<file path="src/rtl/toycpu_pkg.sv">
package toycpu_pkg;

    localparam int ADDR_W = 8;
    localparam int DATA_W = 8;
    localparam int OPC_W  = 7;

    localparam logic [OPC_W-1:0] OP_ADD  = 7'd1;
    localparam logic [OPC_W-1:0] OP_SUB  = 7'd2;
    localparam logic [OPC_W-1:0] OP_MUL  = 7'd3;
    localparam logic [OPC_W-1:0] OP_DIV  = 7'd4;
    localparam logic [OPC_W-1:0] OP_BZ   = 7'd5;
    localparam logic [OPC_W-1:0] OP_JMP  = 7'd6;
    localparam logic [OPC_W-1:0] OP_DEC  = 7'd7;
    localparam logic [OPC_W-1:0] OP_TRAP = 7'd8;
    localparam logic [OPC_W-1:0] OP_RTE  = 7'd9;
    localparam logic [OPC_W-1:0] OP_SETM = 7'd10;

    localparam logic [ADDR_W-1:0] VEC_MEM  = 8'd60;
    localparam logic [ADDR_W-1:0] VEC_MODE = 8'd64;
    localparam logic [ADDR_W-1:0] VEC_TRAP = 8'd68;
    localparam logic [ADDR_W-1:0] VEC_IRQ  = 8'd72;

    localparam logic MODE_SYS = 1'b0;
    localparam logic MODE_USR = 1'b1;

    typedef enum logic [3:0] {
        ST_FETCH, ST_OPC, ST_SRCA, ST_SRCB, ST_DEST,
        ST_DECODE, ST_LDA, ST_LDB, ST_LDD
    } state_t;

    typedef struct packed {
        logic              ind;
        logic [OPC_W-1:0]  op;
        logic [ADDR_W-1:0] a;
        logic [ADDR_W-1:0] b;
        logic [ADDR_W-1:0] d;
    } instr_t;

    function automatic logic is_arith(input logic [OPC_W-1:0] op);
        return (op == OP_ADD) || (op == OP_SUB) || (op == OP_MUL) || (op == OP_DIV);
    endfunction

endpackage

</file>
<file path="src/rtl/toycpu_alu.sv">
module toycpu_alu
    import toycpu_pkg::*;
(
    input  logic [OPC_W-1:0]  op,
    input  logic [DATA_W-1:0] x,
    input  logic [DATA_W-1:0] y,
    output logic [DATA_W-1:0] res
);
    always_comb begin
        case (op)
            OP_ADD:  res = x + y;
            OP_SUB:  res = x - y;
            OP_MUL:  res = x * y;
            OP_DIV:  res = (y == '0) ? '0 : x / y;
            default: res = '0;
        endcase
    end
endmodule

</file>
<file path="src/rtl/toycpu_guard.sv">
module toycpu_guard
    import toycpu_pkg::*;
#(
    parameter int LIMIT = 100
)(
    input  logic              mode,
    input  logic [ADDR_W-1:0] addr,
    output logic              bad
);
    localparam logic [ADDR_W-1:0] LIMIT_A = ADDR_W'(LIMIT);
    assign bad = (mode == MODE_USR) && (addr < LIMIT_A);
endmodule

</file>
<file path="src/rtl/toycpu_seq.sv">
module toycpu_seq
    import toycpu_pkg::*;
#(
    parameter int OS_LIMIT = 100
)(
    input  logic              clk,
    input  logic              rst,
    output logic [ADDR_W-1:0] mem_addr,
    output logic              mem_we,
    output logic [DATA_W-1:0] mem_wdata,
    input  logic [DATA_W-1:0] mem_rdata,
    input  logic              irq_in,
    output logic              irq_clr,
    output logic              fetch_o,
    output logic              mode_o,
    output logic [ADDR_W-1:0] pc_o,
    output logic [ADDR_W-1:0] epc_o,
    output logic [DATA_W-1:0] trap_id_o
);
    localparam logic [ADDR_W-1:0] LIMIT_A = ADDR_W'(OS_LIMIT);
    localparam logic [ADDR_W-1:0] ONE  = ADDR_W'(1);
    localparam logic [ADDR_W-1:0] TWO  = ADDR_W'(2);
    localparam logic [ADDR_W-1:0] THR  = ADDR_W'(3);
    localparam logic [ADDR_W-1:0] STEP = ADDR_W'(4);

    state_t            state_q, state_d;
    instr_t            ins_q, ins_d;
    logic [ADDR_W-1:0] pc_q, pc_d, epc_q, epc_d;
    logic [DATA_W-1:0] va_q, va_d, tid_q, tid_d;
    logic              mode_q, mode_d, ind_q, ind_d;
    logic [ADDR_W-1:0] chk_addr, vec_addr;
    logic              chk_bad, vec_take;
    logic [DATA_W-1:0] alu_res;

    toycpu_guard #(.LIMIT(OS_LIMIT)) u_guard (
        .mode(mode_q), .addr(chk_addr), .bad(chk_bad)
    );

    toycpu_alu u_alu (
        .op(ins_q.op), .x(va_q), .y(mem_rdata), .res(alu_res)
    );

    // Address that the current step would touch, for the protection check
    always_comb begin
        case (state_q)
            ST_DECODE: chk_addr = (ins_q.op == OP_DEC) ? ins_q.d : ins_q.a;
            ST_LDA:    chk_addr = ind_q ? mem_rdata : ins_q.b;
            ST_LDB:    chk_addr = ins_q.d;
            default:   chk_addr = pc_q;
        endcase
    end

    always_comb begin
        state_d   = state_q;
        ins_d     = ins_q;
        pc_d      = pc_q;
        epc_d     = epc_q;
        mode_d    = mode_q;
        va_d      = va_q;
        ind_d     = ind_q;
        tid_d     = tid_q;
        mem_addr  = chk_addr;
        mem_we    = 1'b0;
        mem_wdata = alu_res;
        irq_clr   = 1'b0;
        vec_take  = 1'b0;
        vec_addr  = VEC_MEM;
        case (state_q)
            ST_FETCH: begin
                if (irq_in) begin
                    vec_take = 1'b1;
                    vec_addr = VEC_IRQ;
                    irq_clr  = 1'b1;
                end else if (chk_bad) begin
                    vec_take = 1'b1;
                end else begin
                    state_d = ST_OPC;
                end
            end
            ST_OPC: begin
                ins_d.ind = mem_rdata[DATA_W-1];
                ins_d.op  = mem_rdata[OPC_W-1:0];
                mem_addr  = pc_q + ONE;
                state_d   = ST_SRCA;
            end
            ST_SRCA: begin
                ins_d.a  = mem_rdata;
                mem_addr = pc_q + TWO;
                state_d  = ST_SRCB;
            end
            ST_SRCB: begin
                ins_d.b  = mem_rdata;
                mem_addr = pc_q + THR;
                state_d  = ST_DEST;
            end
            ST_DEST: begin
                ins_d.d = mem_rdata;
                state_d = ST_DECODE;
            end
            ST_DECODE: begin
                if (is_arith(ins_q.op) || ins_q.op == OP_BZ || ins_q.op == OP_SETM) begin
                    if (ins_q.op == OP_SETM && mode_q == MODE_USR) begin
                        vec_take = 1'b1;
                        vec_addr = VEC_MODE;
                    end else if (chk_bad) begin
                        vec_take = 1'b1;
                    end else begin
                        ind_d   = ins_q.ind;
                        state_d = ST_LDA;
                    end
                end else if (ins_q.op == OP_JMP) begin
                    pc_d    = ins_q.d;
                    state_d = ST_FETCH;
                end else if (ins_q.op == OP_DEC) begin
                    if (chk_bad) vec_take = 1'b1;
                    else         state_d  = ST_LDD;
                end else if (ins_q.op == OP_TRAP) begin
                    tid_d    = ins_q.a;
                    vec_take = 1'b1;
                    vec_addr = VEC_TRAP;
                end else if (ins_q.op == OP_RTE) begin
                    pc_d    = epc_q;
                    mode_d  = MODE_USR;
                    state_d = ST_FETCH;
                end else begin
                    vec_take = 1'b1;
                    vec_addr = VEC_MODE;
                end
            end
            ST_LDA: begin
                if (ind_q) begin
                    if (chk_bad) vec_take = 1'b1;
                    else         ind_d    = 1'b0;
                end else if (ins_q.op == OP_BZ) begin
                    pc_d    = (mem_rdata == '0) ? ins_q.d : pc_q + STEP;
                    state_d = ST_FETCH;
                end else if (ins_q.op == OP_SETM) begin
                    mode_d  = mem_rdata[0];
                    pc_d    = pc_q + STEP;
                    state_d = ST_FETCH;
                end else if (chk_bad) begin
                    vec_take = 1'b1;
                end else begin
                    va_d    = mem_rdata;
                    state_d = ST_LDB;
                end
            end
            ST_LDB: begin
                if (chk_bad) begin
                    vec_take = 1'b1;
                end else begin
                    mem_we  = 1'b1;
                    pc_d    = pc_q + STEP;
                    state_d = ST_FETCH;
                end
            end
            ST_LDD: begin
                mem_addr  = ins_q.d;
                mem_we    = 1'b1;
                mem_wdata = mem_rdata - DATA_W'(1);
                pc_d      = pc_q + STEP;
                state_d   = ST_FETCH;
            end
            default: state_d = ST_FETCH;
        endcase
        if (vec_take) begin
            epc_d   = pc_q;
            pc_d    = vec_addr;
            mode_d  = MODE_SYS;
            state_d = ST_FETCH;
        end
    end

    always_ff @(posedge clk) begin
        if (rst) begin
            state_q <= ST_FETCH;
            ins_q   <= '0;
            pc_q    <= '0;
            epc_q   <= '0;
            mode_q  <= MODE_SYS;
            va_q    <= '0;
            ind_q   <= 1'b0;
            tid_q   <= '0;
        end else begin
            state_q <= state_d;
            ins_q   <= ins_d;
            pc_q    <= pc_d;
            epc_q   <= epc_d;
            mode_q  <= mode_d;
            va_q    <= va_d;
            ind_q   <= ind_d;
            tid_q   <= tid_d;
        end
    end

    assign fetch_o   = (state_q == ST_FETCH);
    assign mode_o    = mode_q;
    assign pc_o      = pc_q;
    assign epc_o     = epc_q;
    assign trap_id_o = tid_q;

    AST_NO_PROT_WRITE: assert property (@(posedge clk) disable iff (rst)
        (mem_we && mode_q == MODE_USR) |-> (mem_addr >= LIMIT_A));

    AST_VEC_ENTRY: assert property (@(posedge clk) disable iff (rst)
        vec_take |=> (mode_q == MODE_SYS && epc_q == $past(pc_q)));

    AST_USER_FETCH: assert property (@(posedge clk) disable iff (rst)
        (state_q == ST_FETCH && !irq_in && mode_q == MODE_USR && pc_q < LIMIT_A)
        |=> (pc_q == VEC_MEM));

    AST_IRQ_FIRST: assert property (@(posedge clk) disable iff (rst)
        (state_q == ST_FETCH && irq_in) |=> (pc_q == VEC_IRQ && mode_q == MODE_SYS));

    AST_RTE_PAIR: assert property (@(posedge clk) disable iff (rst)
        (state_q == ST_DECODE && ins_q.op == OP_RTE)
        |=> (mode_q == MODE_USR && pc_q == $past(epc_q)));
endmodule

</file>
<file path="config.mk">
export PLATFORM = sky130hd
export DESIGN_NAME = toycpu_seq
export DESIGN_NICKNAME = d
export VERILOG_FILES = /design/src/rtl/toycpu_pkg.sv /design/src/rtl/toycpu_alu.sv /design/src/rtl/toycpu_guard.sv /design/src/rtl/toycpu_seq.sv
export SDC_FILE = /design/constraint.sdc
export NUM_CORES = 1
export LEC_CHECK = 0
export BUFFER_PORTS_ARGS = -buffer_cell sky130_fd_sc_hd__buf_4
export CORE_ASPECT_RATIO = 1.75
export CORE_MARGIN = 3
export CORE_UTILIZATION = 44
export DETAILED_ROUTE_END_ITERATION = 8
export SYNTH_ARGS = -nofsm -noshare
export SYNTH_HDL_FRONTEND = slang
export SYNTH_SLANG_ARGS = --single-unit
</file>
<file path="constraint.sdc">
create_clock -name clk -period 31.8 [get_ports clk]
set_input_delay 1.59 -clock clk [delete_from_list [all_inputs] [get_ports clk]]
set_output_delay 1.59 -clock clk [all_outputs]
set_load 0.01 [all_outputs]
</file>
# Yosys cells after proc, flatten, opt, wreduce, memory -nomap -nowiden
# Cells that the tools add are included.
# word_totals
reg_bits,70
in_bits,11
wordCells,165
# op_classes
add_sub_neg,7
n_mul,1
n_div,1
n_lt_le_gt_ge,1
n_eq_ne,45
muxes,73
n_bitwise,7
reduce_logical,18
# op_table
operator,count
2-to-1 mux 8 bit,16
case mux 8 bit (4 select lines),3
2-to-1 mux 4 bit,15
2-to-1 mux 7 bit,6
case mux 4 bit (8 select lines),1
equality test 7 x 3 -> 1 bit (second input constant),4
inequality test 2 bit (second input constant),14
2-to-1 mux 1 bit,26
inequality test 4 bit (second input constant),6
case mux 8 bit (3 select lines),1
equality test 7 x 4 -> 1 bit (second input constant),3
adder 8 x 2 -> 8 bit (second input constant),2
equality test 4 x 3 -> 1 bit (second input constant),4
case mux 8 bit (2 select lines),1
inequality test 3 bit (second input constant),5
equality test 7 x 2 -> 1 bit (second input constant),2
inequality test 5 bit (second input constant),2
AND reduction 10 bit,1
AND reduction 5 bit,2
AND reduction 9 bit,1
adder 8 x 1 -> 8 bit (second input constant),1
adder 8 x 3 -> 8 bit (second input constant),1
adder 8 bit,1
divider 8 x 8 -> 8 bit,1
20 further kinds,34

# Longest topological paths before layout
# Gate-level depths: netlist of the first run.
# logic_depth
depth_word,12
mapped_depth,52
mapped_depth_nobuf,51

# Hierarchy
# A second synthesis of the first run with hierarchy kept.
# hier_totals
hier_cells,940
area_unflattened_um2,7418.4
# modules_own_cells
mod,instances,cells_per_inst,area_per_inst_um2
toycpu_seq,1,545,4369.2
toycpu_alu,1,393,3026.7
toycpu_guard,1,2,22.5

# Worst setup path after synthesis of the first run
# Ideal clock, no wire load.
# synth_timing
kind,input -> output
start,in mem_rdata[0]
end,out mem_wdata[0]
t_arrival_ns,11.779
t_required_ns,30.210
path_slack_ns,18.431
path_stages,46
path_cell_list,clkbuf_1 > inv_1 > ha_1 > a21oi_1 > ha_1 > a21o_1 > a31oi_1 > a21oi_2 > ha_1 > o21a_1 > o21a_1 > o211a_1 > mux2i_1 > ha_1 > o21a_1 > o21a_1 > o21ai_0 > a21oi_2 > [10 not listed] > o21a_1 > o21ai_0 > a2111oi_2 > mux2_2 > ha_1 > o21a_1 > o21ai_0 > a21oi_1 > o21ai_0 > a21oi_1 > mux2_2 > ha_1 > a21o_1 > a21o_1 > a21o_1 > a21oi_1 > o21ai_0 > a31o_2
# synth_between
elab_chain_len,4
elab_cells_between_ends,9
classes_between,add/sub: 3; mul: 1; div: 1; mux: 3; reduce/logical: 1
# synth_lines
element,line_no,rtl
"start, declared",toycpu_seq.sv:11,"input logic [DATA_W-1:0] mem_rdata,"
divider 8 x 8 -> 8 bit / logical NOT 8 bit (equally long branches),toycpu_alu.sv:14,OP_DIV: res = (y == '0) ? '0 : x / y;
2-to-1 mux 8 bit,toycpu_alu.sv:14,
case mux 8 bit (4 select lines),toycpu_alu.sv:10,case (op)
2-to-1 mux 8 bit (*),toycpu_seq.sv:68,case (state_q)
"end, declared",toycpu_seq.sv:10,"output logic [DATA_W-1:0] mem_wdata,"
# Every way passes the cells marked *; elsewhere a longest branch is shown, timed or not.

# Worst setup path after layout of the first run
# layout_timing
start,in mem_rdata[1]
end,out mem_wdata[0]
# layout_between
elab_chain_len,4
elab_cells_between_ends,5
classes_between,div: 1; mux: 3; reduce/logical: 1
# layout_lines
element,line_no
divider 8 x 8 -> 8 bit / logical NOT 8 bit (equally long branches),toycpu_alu.sv:14
2-to-1 mux 8 bit (*),toycpu_alu.sv:14
case mux 8 bit (4 select lines) (*),toycpu_alu.sv:10
2-to-1 mux 8 bit (*),toycpu_seq.sv:68
# Marks and branches as above.

==> results.sh, run 1 <==
export IMPL_worst_path_buf_inv=3
export IMPL_die_h_um=174
export IMPL_slew_viol_final=0
export IMPL_r2r_setup_slack_ps=28260
export IMPL_hold_violations=0
export IMPL_setup_viol=0
export IMPL_nets=1027
export IMPL_synth_seq_cells=70
export IMPL_max_cap_viol_count=0
export IMPL_antenna_left=0
export IMPL_clk_pin_slew_ps=60
export IMPL_fin_hold_ws_ps=456
export IMPL_cp_top_family="compound AO/OA/AOI/OAI gates"
export IMPL_core_um2=15900
export IMPL_synth_ff_type="dfxtp_1"
export IMPL_nFillCells=1624
export IMPL_yosys_top_cells_count="125 x nand2_1, 90 x nor2_1, 70 x dfxtp_1"
export IMPL_avgRoutedWirePerCell_um=21.4
export IMPL_cts_hold_buf=0
export IMPL_hp_start="ins_q[11]"
export IMPL_r2r_start="state_q[1]"
export IMPL_vdd_drop_max_uv=49.5
export IMPL_finalWirelength_mm=24.1
export IMPL_gp_congestion=0.952
export IMPL_synth_cell_types=79
export IMPL_synthTopCellsByArea="dfxtp_1 20%, ha_1 12%, nand2_1 6.6%"
export IMPL_synth_top_area_share=0.197
export IMPL_hold_path_class="flop to flop"
export IMPL_timing_worst_setup_path_type="input port to output port"
export IMPL_status="completed"
export IMPL_min_to="ins_q[11]"
export IMPL_drc=0
export IMPL_vias=6920
export IMPL_cp_required_ps=30210
export IMPL_slowest_stage="a2111oi_2"
export IMPL_grt_pass1_vias=6998
export IMPL_cts_buffers=9
export IMPL_yosysWarnings=0
export IMPL_cts_max_level=3
export IMPL_portBuffers=54
export IMPL_finClkSkew_ps=10.9
export IMPL_layout_cells_non_filler=1128
export IMPL_relSlewSlack=0.316
export IMPL_ios=55
export IMPL_syn_inst=915
export IMPL_cts_tree="built"
export IMPL_grt_max_degree=64
export IMPL_cpMostUsedCell="o21a_1"
export IMPL_seq_area_frac_synth=0.197
export IMPL_syn_cell_area_um2=7130
export IMPL_rsz0062_at_grt="false"
export IMPL_power_mw=0.471
export IMPL_critical_path_max_stage_delay_ps=810
export IMPL_cp_start_kind="input port"
export IMPL_fmax_ghz=0.0682
export IMPL_die_width_um=102
export IMPL_whs_path_depth=2
export IMPL_grt_use_total=0.275
export IMPL_cp_end_kind="output port"
export IMPL_grt_overflow=0
export IMPL_post_route_period_util=0.461
export IMPL_drt_initial_drc_count=424
export IMPL_synth_async_reset_ratio=0
export IMPL_tightest_slew_ps=1000
export IMPL_cts_resized=0
export IMPL_period_needed_ps=14670
export IMPL_cts_sinks=70
export IMPL_initial_core_util=0.449
export IMPL_timing_rr_end="pc_o[6]"
export IMPL_leakagePower_nw=3.41
export IMPL_r2r_cells=11
export IMPL_rows=61
export IMPL_post_cts_setup_buffers=0
export IMPL_antenna_found_initial=0
export IMPL_path_max_fanout=15
export IMPL_grt_pass1_wl_mm=37.6
export IMPL_dp_cells=1112
export IMPL_drt_vias_per_instance=6.13
export IMPL_drive_above_1_share=0.129
export IMPL_antenna_cells=0
export IMPL_cts_root_buf="clkbuf_16"
export IMPL_clockBufferDepth=2
export IMPL_avgSynthCellArea_um2=7.79
export IMPL_die_area_um2=17800
export IMPL_syn_nets=1008
export IMPL_clock_latency_ps=340
export IMPL_synth_most_common_cell="nand2_1"
export IMPL_drtPass1Iterations=5
export IMPL_timing_critical_path_arrival_ps=13080
export IMPL_dpl_hpwl_mm=18.6
export IMPL_synthToLayoutAreaGrowth_pct=10.9
export IMPL_power_density_nw_per_um2=59.5
export IMPL_synth_top_cell_by_area="dfxtp_1"
export IMPL_synth_edf_count=0
export IMPL_setup_tns_ps=0
-- metrics by stage --
stage          instance area [µm²]  utilization  setup slack [ps]
2_1_floorplan                 7130            -             18430
3_3_place_gp                  7580        0.478             17360
3_5_place_dp                  7580        0.478             17250
4_1_cts                       7910        0.498             17180
5_1_grt                       7910        0.498             16290
6_report                      7910        0.498             17130
-- logic make-up (layout without fill, tap and decap cells) --
logic type,count (synthesis),count (layout),share of synthesized area
AOI/OAI and AO/OA,228,228,0.224
xor gates and xnor gates,53,53,0.0651
buffers and inverters,106,130,0.0625
and+or+nand+nor,326,326,0.220
adders and majority gates,82,82,0.159
muxes,50,50,0.0726
DFF,70,70,0.197
-- state kept, by name, indices dropped and copies added, names as in the netlist --
name / flops
trap_id_o: 8
ins_q: 32
epc_o: 8
ind_q: 1
mode_o: 1
pc_o: 8
state_q: 4
va_q: 8
-- layout by cell type (no fill, tap or decap), types with 3 or more instances in the layout --
master | netlist | routed
nand4_1 | 9 | 9
o211ai_1 | 10 | 10
a21o_1 | 12 | 12
a221o_1 | 3 | 3
mux2i_1 | 36 | 36
xor2_1 | 14 | 14
ha_1 | 68 | 68
nor2_1 | 90 | 90
a21oi_1 | 66 | 66
a32o_1 | 5 | 5
or2_2 | 3 | 3
o21a_1 | 22 | 22
nand3_1 | 10 | 10
inv_1 | 47 | 47
nor4bb_1 | 5 | 5
clkbuf_16 | 0 | 9
mux2_2 | 14 | 14
nand2b_1 | 13 | 13
buf_4 | 2 | 62
nor2b_1 | 10 | 10
nor3_2 | 4 | 4
nand2_1 | 125 | 125
or3_1 | 5 | 5
clkinv_1 | 4 | 4
o22ai_1 | 10 | 10
o211a_1 | 4 | 4
nor3_1 | 24 | 24
a22oi_1 | 4 | 4
a222oi_1 | 10 | 10
a221oi_1 | 8 | 8
o31ai_1 | 3 | 3
a31oi_1 | 7 | 7
and3_1 | 5 | 5
dfxtp_1 | 70 | 70
a211oi_2 | 4 | 4
xnor2_1 | 39 | 39
o21ai_0 | 34 | 34
fa_1 | 14 | 14
-- routing by layer --
layer	up-vias	track usage	part of all wire	wire, µm
met5	-	0	0	0
met4	0	0.221	0.087	2110
met3	101	0.0273	0.036	870
met2	239	0.503	0.54	12900
met1	3283	0.269	0.34	8230
li1	3297	-	-	-
-- how the worst max path moves through the flow --
stage,slack (ps),cells after the start,end,from
final,17130,46,mem_wdata[0],mem_rdata[1]
after global routing,16290,49,mem_wdata[0],mem_rdata[1]
after CTS,17180,47,mem_wdata[0],mem_rdata[1]
after detailed placement,17250,47,mem_wdata[0],mem_rdata[1]
after global placement,17360,47,mem_wdata[0],mem_rdata[1]
after floorplan,18430,46,mem_wdata[0],mem_rdata[0]
-- worst register-to-register path, delay by kind of cell, from the launching register on --
family          cells  cell delay, ps
compound gates      5             770
simple gates        3            1540
buf+inv             3             760
flops               1             310
-- layout make-up --
type	instances	area [µm²]	share of cell area
multi-input combinational	739	5280	0.668
sequential	70	1400	0.177
timing repair buffer	62	465	0.0589
tap	189	236	0.0299
clock buffer	10	229	0.0290
inverter	52	195	0.0247
clock inverter	6	93.8	0.0119
-- where the power goes --
group	switching, mW	internal, mW	total [mW]
Combinational	0.141	0.0903	0.232
Sequential	0.0269	0.101	0.128
Clock	0.0416	0.0693	0.111
No activity file was read; power rests on OpenSTA's default activity.
==> run 2: changes to the inputs <==
--- a/config.mk
+++ b/config.mk
@@ -5,6 +5,7 @@
 export SDC_FILE = /design/constraint.sdc
 export NUM_CORES = 1
 export LEC_CHECK = 0
+export ABC_AREA = 1
 export BUFFER_PORTS_ARGS = -buffer_cell sky130_fd_sc_hd__buf_4
 export CORE_ASPECT_RATIO = 1.75
 export CORE_MARGIN = 3
==> constraint.sdc (replaced) <==
create_clock -name clk -period 14.8 [get_ports clk]
set_input_delay 0.74 -clock clk [delete_from_list [all_inputs] [get_ports clk]]
set_output_delay 0.74 -clock clk [all_outputs]
set_load 0.01 [all_outputs]
==> run 2 against run 1 <==
Effect of this change: cell count increased by 19%; area after synthesis about the same; total power increased by 32%; first-iteration DRC count down 21%; cell area up 0.68%; sequential power rose by 70%; worst hold slack gained 63 ps; sequential share of layout area fell by 0.12 points; combinational power fell by 19%; utilization rose by 0.34 points; global-route usage rose by 0.42 points; clock skew increased by 2.5 ps; critical endpoint unchanged.
==> results.sh, run 2 <==
export IMPL_core_um2=15900
export IMPL_yosys_top_cells_count="235 x nand2_1, 147 x inv_1, 110 x o21ai_0"
export IMPL_r2r_start="state_q[0]"
export IMPL_top_register="ins_q"
export IMPL_syn_inst=1113
export IMPL_status="completed"
export IMPL_synth_async_reset_ratio=0
export IMPL_power_share_clock=0.347
export IMPL_cts_hold_buf=0
export IMPL_nFillCells=1722
export IMPL_post_route_period_util=0.819
export IMPL_combPwrFrac=0.303
export IMPL_finClkSkew_ps=13.4
export IMPL_clockBufferDepth=2
export IMPL_period_needed_ps=12120
export IMPL_cts_root_buf="clkbuf_16"
export IMPL_cp_end_kind="output port"
export IMPL_dpl_hpwl_mm=19.3
export IMPL_cts_max_level=3
export IMPL_seq_area_frac_synth=0.197
export IMPL_worst_path_buf_inv=9
export IMPL_tightest_slew_ps=1150
export IMPL_grt_max_degree=61
export IMPL_drc=0
export IMPL_timing_worst_setup_path_type="input port to output port"
export IMPL_fin_util=0.501
export IMPL_setup_tns_ps=0
export IMPL_synthToLayoutAreaGrowth_pct=11.7
export IMPL_mostFrequentLayoutCells="235 x nand2_1, 147 x inv_1, 110 x o21ai_0, 105 x nor2_1, 101 x a21oi_1"
export IMPL_vias=7414
export IMPL_synth_top_cell_by_area="dfxtp_1"
export IMPL_min_to="trap_id_o[6]"
export IMPL_whs_path_depth=2
export IMPL_fmax_ghz=0.0825
export IMPL_r2r_setup_slack_ps=11040
export IMPL_cpMostUsedCell="nand2_1"
export IMPL_drt_vias_per_instance=5.50
export IMPL_timing_critical_path_arrival_ps=11380
export IMPL_synth_edf_count=0
export IMPL_grt_pass1_wl_mm=38.2
export IMPL_largest_reg_flops=32
export IMPL_cts_sinks=70
export IMPL_rsz0062_at_grt="false"
export IMPL_synth_ff_type="dfxtp_1"
export IMPL_grt_overflow=0
export IMPL_slowest_stage="ha_1"
export IMPL_power_density_nw_per_um2=78.0
export IMPL_die_h_um=174
export IMPL_antenna_left=0
export IMPL_hold_path_class="flop to flop"
export IMPL_final_common_cell="nand2_1"
export IMPL_cts_buffers=9
export IMPL_cts_tree="built"
export IMPL_timing_rr_end="pc_o[6]"
export IMPL_synth_top_area_share=0.197
export IMPL_post_cts_setup_buffers=0
export IMPL_max_cap_viol_count=0
export IMPL_intPower_mw=0.386
export IMPL_critical_path_max_stage_delay_ps=510
export IMPL_leakagePower_nw=3.89
export IMPL_cp_top_family="compound AO/OA/AOI/OAI gates"
export IMPL_die_area_um2=17800
export IMPL_r2r_cells=11
export IMPL_relSlewSlack=0.232
export IMPL_antenna_found_initial=0
export IMPL_yosysWarnings=0
export IMPL_ios=55
export IMPL_p_seq_frac=0.350
export IMPL_dp_cells=1331
export IMPL_cp_start_kind="input port"
export IMPL_portBuffers=54
export IMPL_fin_hold_ws_ps=519
export IMPL_avgRoutedWirePerCell_um=18.0
export IMPL_gp_congestion=0.951
export IMPL_grt_use_total=0.280
export IMPL_power_mw=0.621
export IMPL_finalWirelength_mm=24.2
export IMPL_switchingPower_mw=0.235
export IMPL_layout_cells_non_filler=1347
export IMPL_syn_nets=1206
export IMPL_hp_start="trap_id_o[6]"
export IMPL_rows=61
export IMPL_vdd_drop_max_uv=41.0
export IMPL_die_width_um=102
export IMPL_setup_viol=0
export IMPL_syn_cell_area_um2=7130
export IMPL_drtPass1Iterations=5
export IMPL_initial_core_util=0.449
export IMPL_path_max_fanout=15
export IMPL_swShare=0.379
export IMPL_avgSynthCellArea_um2=6.40
export IMPL_synth_cell_types=48
export IMPL_drt_initial_drc_count=335
export IMPL_synth_seq_cells=70
export IMPL_slew_viol_final=0
export IMPL_hold_violations=0
export IMPL_synth_most_common_cell="nand2_1"
export IMPL_clk_pin_slew_ps=70
export IMPL_clock_latency_ps=350
export IMPL_grt_pass1_vias=7501
export IMPL_cts_resized=0
export IMPL_drive_above_1_share=0.108
export IMPL_cp_required_ps=14060
export IMPL_synthTopCellsByArea="dfxtp_1 20%, nand2_1 12%, ha_1 12%"
export IMPL_nets=1246
export IMPL_antenna_cells=0
-- run 2: changes by cell type after synthesis, moves of 16 or more --
| cell | delta |
|---|---|
| a21oi_1 | +35 |
| clkbuf_1 | -16 |
| xnor2_1 | -23 |
| o21ai_0 | +76 |
| o21ai_1 | +23 |
| nand2_1 | +110 |
| o21a_1 | -20 |
| nand3_1 | +45 |
| inv_1 | +100 |
| mux2i_1 | -36 |
-- run 2: final cells by class --
cell class                 instances  area (µm²)  share of cell area
inverter                         163         612              0.0769
tap                              189         236              0.0297
timing repair buffer              60         450              0.0566
multi-input combinational        849        4970               0.625
clock buffer                       9         225              0.0283
clock inverter                     7        62.6             0.00786
sequential                        70        1400               0.176
-- run 2: how the worst max path moves through the flow --
stage                  from            to  cells past startpoint
2_1_floorplan  mem_rdata[0]  mem_wdata[0]                     64
3_3_place_gp   mem_rdata[0]  mem_wdata[0]                     64
3_5_place_dp   mem_rdata[0]  mem_wdata[0]                     64
4_1_cts        mem_rdata[0]  mem_wdata[0]                     64
5_1_grt        mem_rdata[0]  mem_wdata[0]                     64
6_report       mem_rdata[0]  mem_wdata[0]                     64
-- run 2: tightest hold or removal path: cells and delay by family, from the launching register on --
family,cells,cell delay [ps]
and+or+nand+nor,1,80
DFF,1,320
AOI/OAI and AO/OA,1,80
-- run 2: per-layer routing --
| metal | wire [µm] | track usage | up-vias |
|---|---|---|---|
| li1 | - | - | 3743 |
| met1 | 8130 | 0.261 | 3335 |
| met2 | 12900 | 0.516 | 236 |
| met3 | 986 | 0.0349 | 100 |
| met4 | 2150 | 0.228 | 0 |
| met5 | 0 | 0 | - |
-- run 2: kinds of logic (layout without fill, tap and decap cells) --
logic type,count (synthesis),count (layout),share of synthesized area
AOI/OAI and AO/OA,275,275,0.211
DFF,70,70,0.197
adders and majority gates,82,82,0.159
and+or+nand+nor,456,456,0.284
buffers and inverters,194,239,0.106
xor gates and xnor gates,36,36,0.0442
-- run 2: per-stage QoR --
| step | setup WS (ps) | area (µm²) |
|---|---|---|
| after floorplan | 4290 | 7130 |
| after global placement | 3020 | 7670 |
| after CTS | 2660 | 7960 |
| final | 2680 | 7960 |
| after global routing | 1220 | 7960 |
| after detailed placement | 2770 | 7670 |
-- run 2: power by group through the flow --
stage	Combinational, mW	Sequential (mW)	Clock (mW)
floorplan	0.123	0.219	0
CTS	0.188	0.218	0.220
global route	0.210	0.220	0.226
detailed placement	0.187	0.222	0
global placement	0.186	0.222	0
finish	0.188	0.217	0.215
==> run 3: changes to the inputs <==
--- a/config.mk
+++ b/config.mk
@@ -5,7 +5,7 @@
 export SDC_FILE = /design/constraint.sdc
 export NUM_CORES = 1
 export LEC_CHECK = 0
-export ABC_AREA = 1
+export ABC_AREA = 0
 export BUFFER_PORTS_ARGS = -buffer_cell sky130_fd_sc_hd__buf_4
 export CORE_ASPECT_RATIO = 1.75
 export CORE_MARGIN = 3
==> constraint.sdc (replaced) <==
create_clock -name clk -period 11.54 [get_ports clk]
set_input_delay 0.577 -clock clk [delete_from_list [all_inputs] [get_ports clk]]
set_output_delay 0.577 -clock clk [all_outputs]
set_load 0.01 [all_outputs]
==> run 3 against run 2 <==
Effect of this change: sequential power grew 71%; clock power grew 29%; sequential cell count is the same; critical path depth shrank 14; via count shrank 5.8%.
==> results.sh, run 3 (synthesis results as in run 1) <==
export IMPL_hold_violations=0
export IMPL_final_common_cell="nand2_1"
export IMPL_gp_congestion=0.975
export IMPL_vias=6981
export IMPL_antenna_cells=0
export IMPL_min_to="ins_q[13]"
export IMPL_slew_viol_final=0
export IMPL_cts_tree="built"
export IMPL_cp_start_kind="input port"
export IMPL_drc=0
export IMPL_layout_cells_non_filler=1161
export IMPL_ios=55
export IMPL_path_max_fanout=6
export IMPL_power_density_nw_per_um2=155
export IMPL_fin_hold_ws_ps=459
export IMPL_finClkSkew_ps=5.91
export IMPL_r2r_cells=10
export IMPL_cpMostUsedCell="o21a_1"
export IMPL_portBuffers=54
export IMPL_top_register="ins_q"
export IMPL_dpl_hpwl_mm=18.7
export IMPL_cts_sinks=70
export IMPL_drtPass1Iterations=5
export IMPL_grt_pass1_vias=6991
export IMPL_cts_root_buf="clkbuf_16"
export IMPL_clock_latency_ps=340
export IMPL_hold_path_class="flop to flop"
export IMPL_rows=61
export IMPL_grt_overflow=0
export IMPL_leakagePower_nw=3.57
export IMPL_r2r_start="state_q[1]"
export IMPL_slowest_stage="a2111oi_2"
export IMPL_power_mw=1.28
export IMPL_hp_start="ins_q[13]"
export IMPL_clk_pin_slew_ps=60
export IMPL_cp_end_kind="output port"
export IMPL_drt_initial_drc_count=383
export IMPL_fin_util=0.518
export IMPL_clockBufferDepth=2
export IMPL_post_route_period_util=0.957
export IMPL_largest_reg_flops=32
export IMPL_drive_above_1_share=0.174
export IMPL_setup_viol=0
export IMPL_grt_pass1_wl_mm=37.1
export IMPL_cp_required_ps=10960
export IMPL_drt_vias_per_instance=6.01
export IMPL_timing_worst_setup_path_type="input port to output port"
export IMPL_antenna_left=0
export IMPL_setup_ws_ps=501
export IMPL_tightest_slew_ps=1050
export IMPL_initial_core_util=0.449
export IMPL_critical_path_max_stage_delay_ps=420
export IMPL_timing_rr_end="ind_q"
export IMPL_die_area_um2=17800
export IMPL_timing_critical_path_arrival_ps=10460
export IMPL_antenna_found_initial=0
export IMPL_vdd_drop_max_uv=114
export IMPL_core_um2=15900
export IMPL_grt_max_degree=63
export IMPL_die_h_um=174
export IMPL_pre_cts_ws_ps=-33.6
export IMPL_grt_use_total=0.271
export IMPL_whs_path_depth=2
export IMPL_cts_max_level=3
export IMPL_mostFrequentLayoutCells="125 x nand2_1, 95 x buf_4, 90 x nor2_1, 69 x dfxtp_1, 66 x ha_1"
export IMPL_cts_hold_buf=0
export IMPL_dp_cells=1131
export IMPL_die_width_um=102
export IMPL_period_needed_ps=11040
export IMPL_max_cap_viol_count=0
export IMPL_synthToLayoutAreaGrowth_pct=15.3
export IMPL_nets=1060
export IMPL_cts_buffers=9
export IMPL_r2r_setup_slack_ps=7360
export IMPL_status="completed"
export IMPL_relSlewSlack=0.283
export IMPL_fmax_ghz=0.0906
export IMPL_avgRoutedWirePerCell_um=20.8
export IMPL_finalWirelength_mm=24.2
-- run 3: final cells by class --
cell class / count / area (µm²)
multi-input cells: 739 / 5380
flip-flops and latches: 70 / 1400
fillers: 1624 / 7650
inverters: 52 / 195
clock buffers: 9 / 225
clock inverters: 7 / 73.8
well taps: 189 / 236
repair buffers: 95 / 713
-- run 3: how the worst max path moves through the flow --
stage | from | endpoint | slack [ps] | cells after the start
after floorplan | mem_rdata[0] | mem_wdata[0] | 200 | 46
after global placement | mem_rdata[7] | mem_wdata[0] | 160 | 48
after detailed placement | mem_rdata[7] | mem_wdata[0] | -30 | 48
after CTS | mem_rdata[7] | mem_wdata[0] | 140 | 48
after global routing | mem_rdata[6] | mem_wdata[0] | -110 | 53
final | mem_rdata[6] | mem_wdata[0] | 500 | 50
-- run 3: critical path, delay by kind of cell --
kind / cells / cell delay [ps]
fa+ha+maj: 7 / 1950
compound gates: 34 / 5880
simple gates: 2 / 400
mux: 4 / 1180
buf+inv: 3 / 470
-- run 3: routing by layer --
metal / up-vias / GRT usage / wire [µm]
met5: - / 0 / 0
met4: 0 / 0.196 / 1980
met3: 89 / 0.0249 / 775
met2: 203 / 0.511 / 13200
met1: 3323 / 0.261 / 8230
li1: 3366 / - / -
-- run 3: per-stage QoR --
step,area (µm²),setup TNS (ps)
final,8220,0
after global routing,8220,-109
after CTS,8030,0
after detailed placement,7720,-33.6
after global placement,7720,0
after floorplan,7130,0
-- run 3: where the power goes --
part	internal [mW]	leakage [nW]	switching [mW]
Sequential	0.279	0.568	0.0904
Clock	0.168	0.146	0.110
Combinational	0.253	2.86	0.376
-- run 3: what timing repair did --
action | CTS | global route
buffers inserted | 0 | 14
pin swaps | 0 | 13
gates resized for setup | 1 | 20
setup endpoints to repair | 1 | 1
endpoints found under the hold margin | 0 | 0
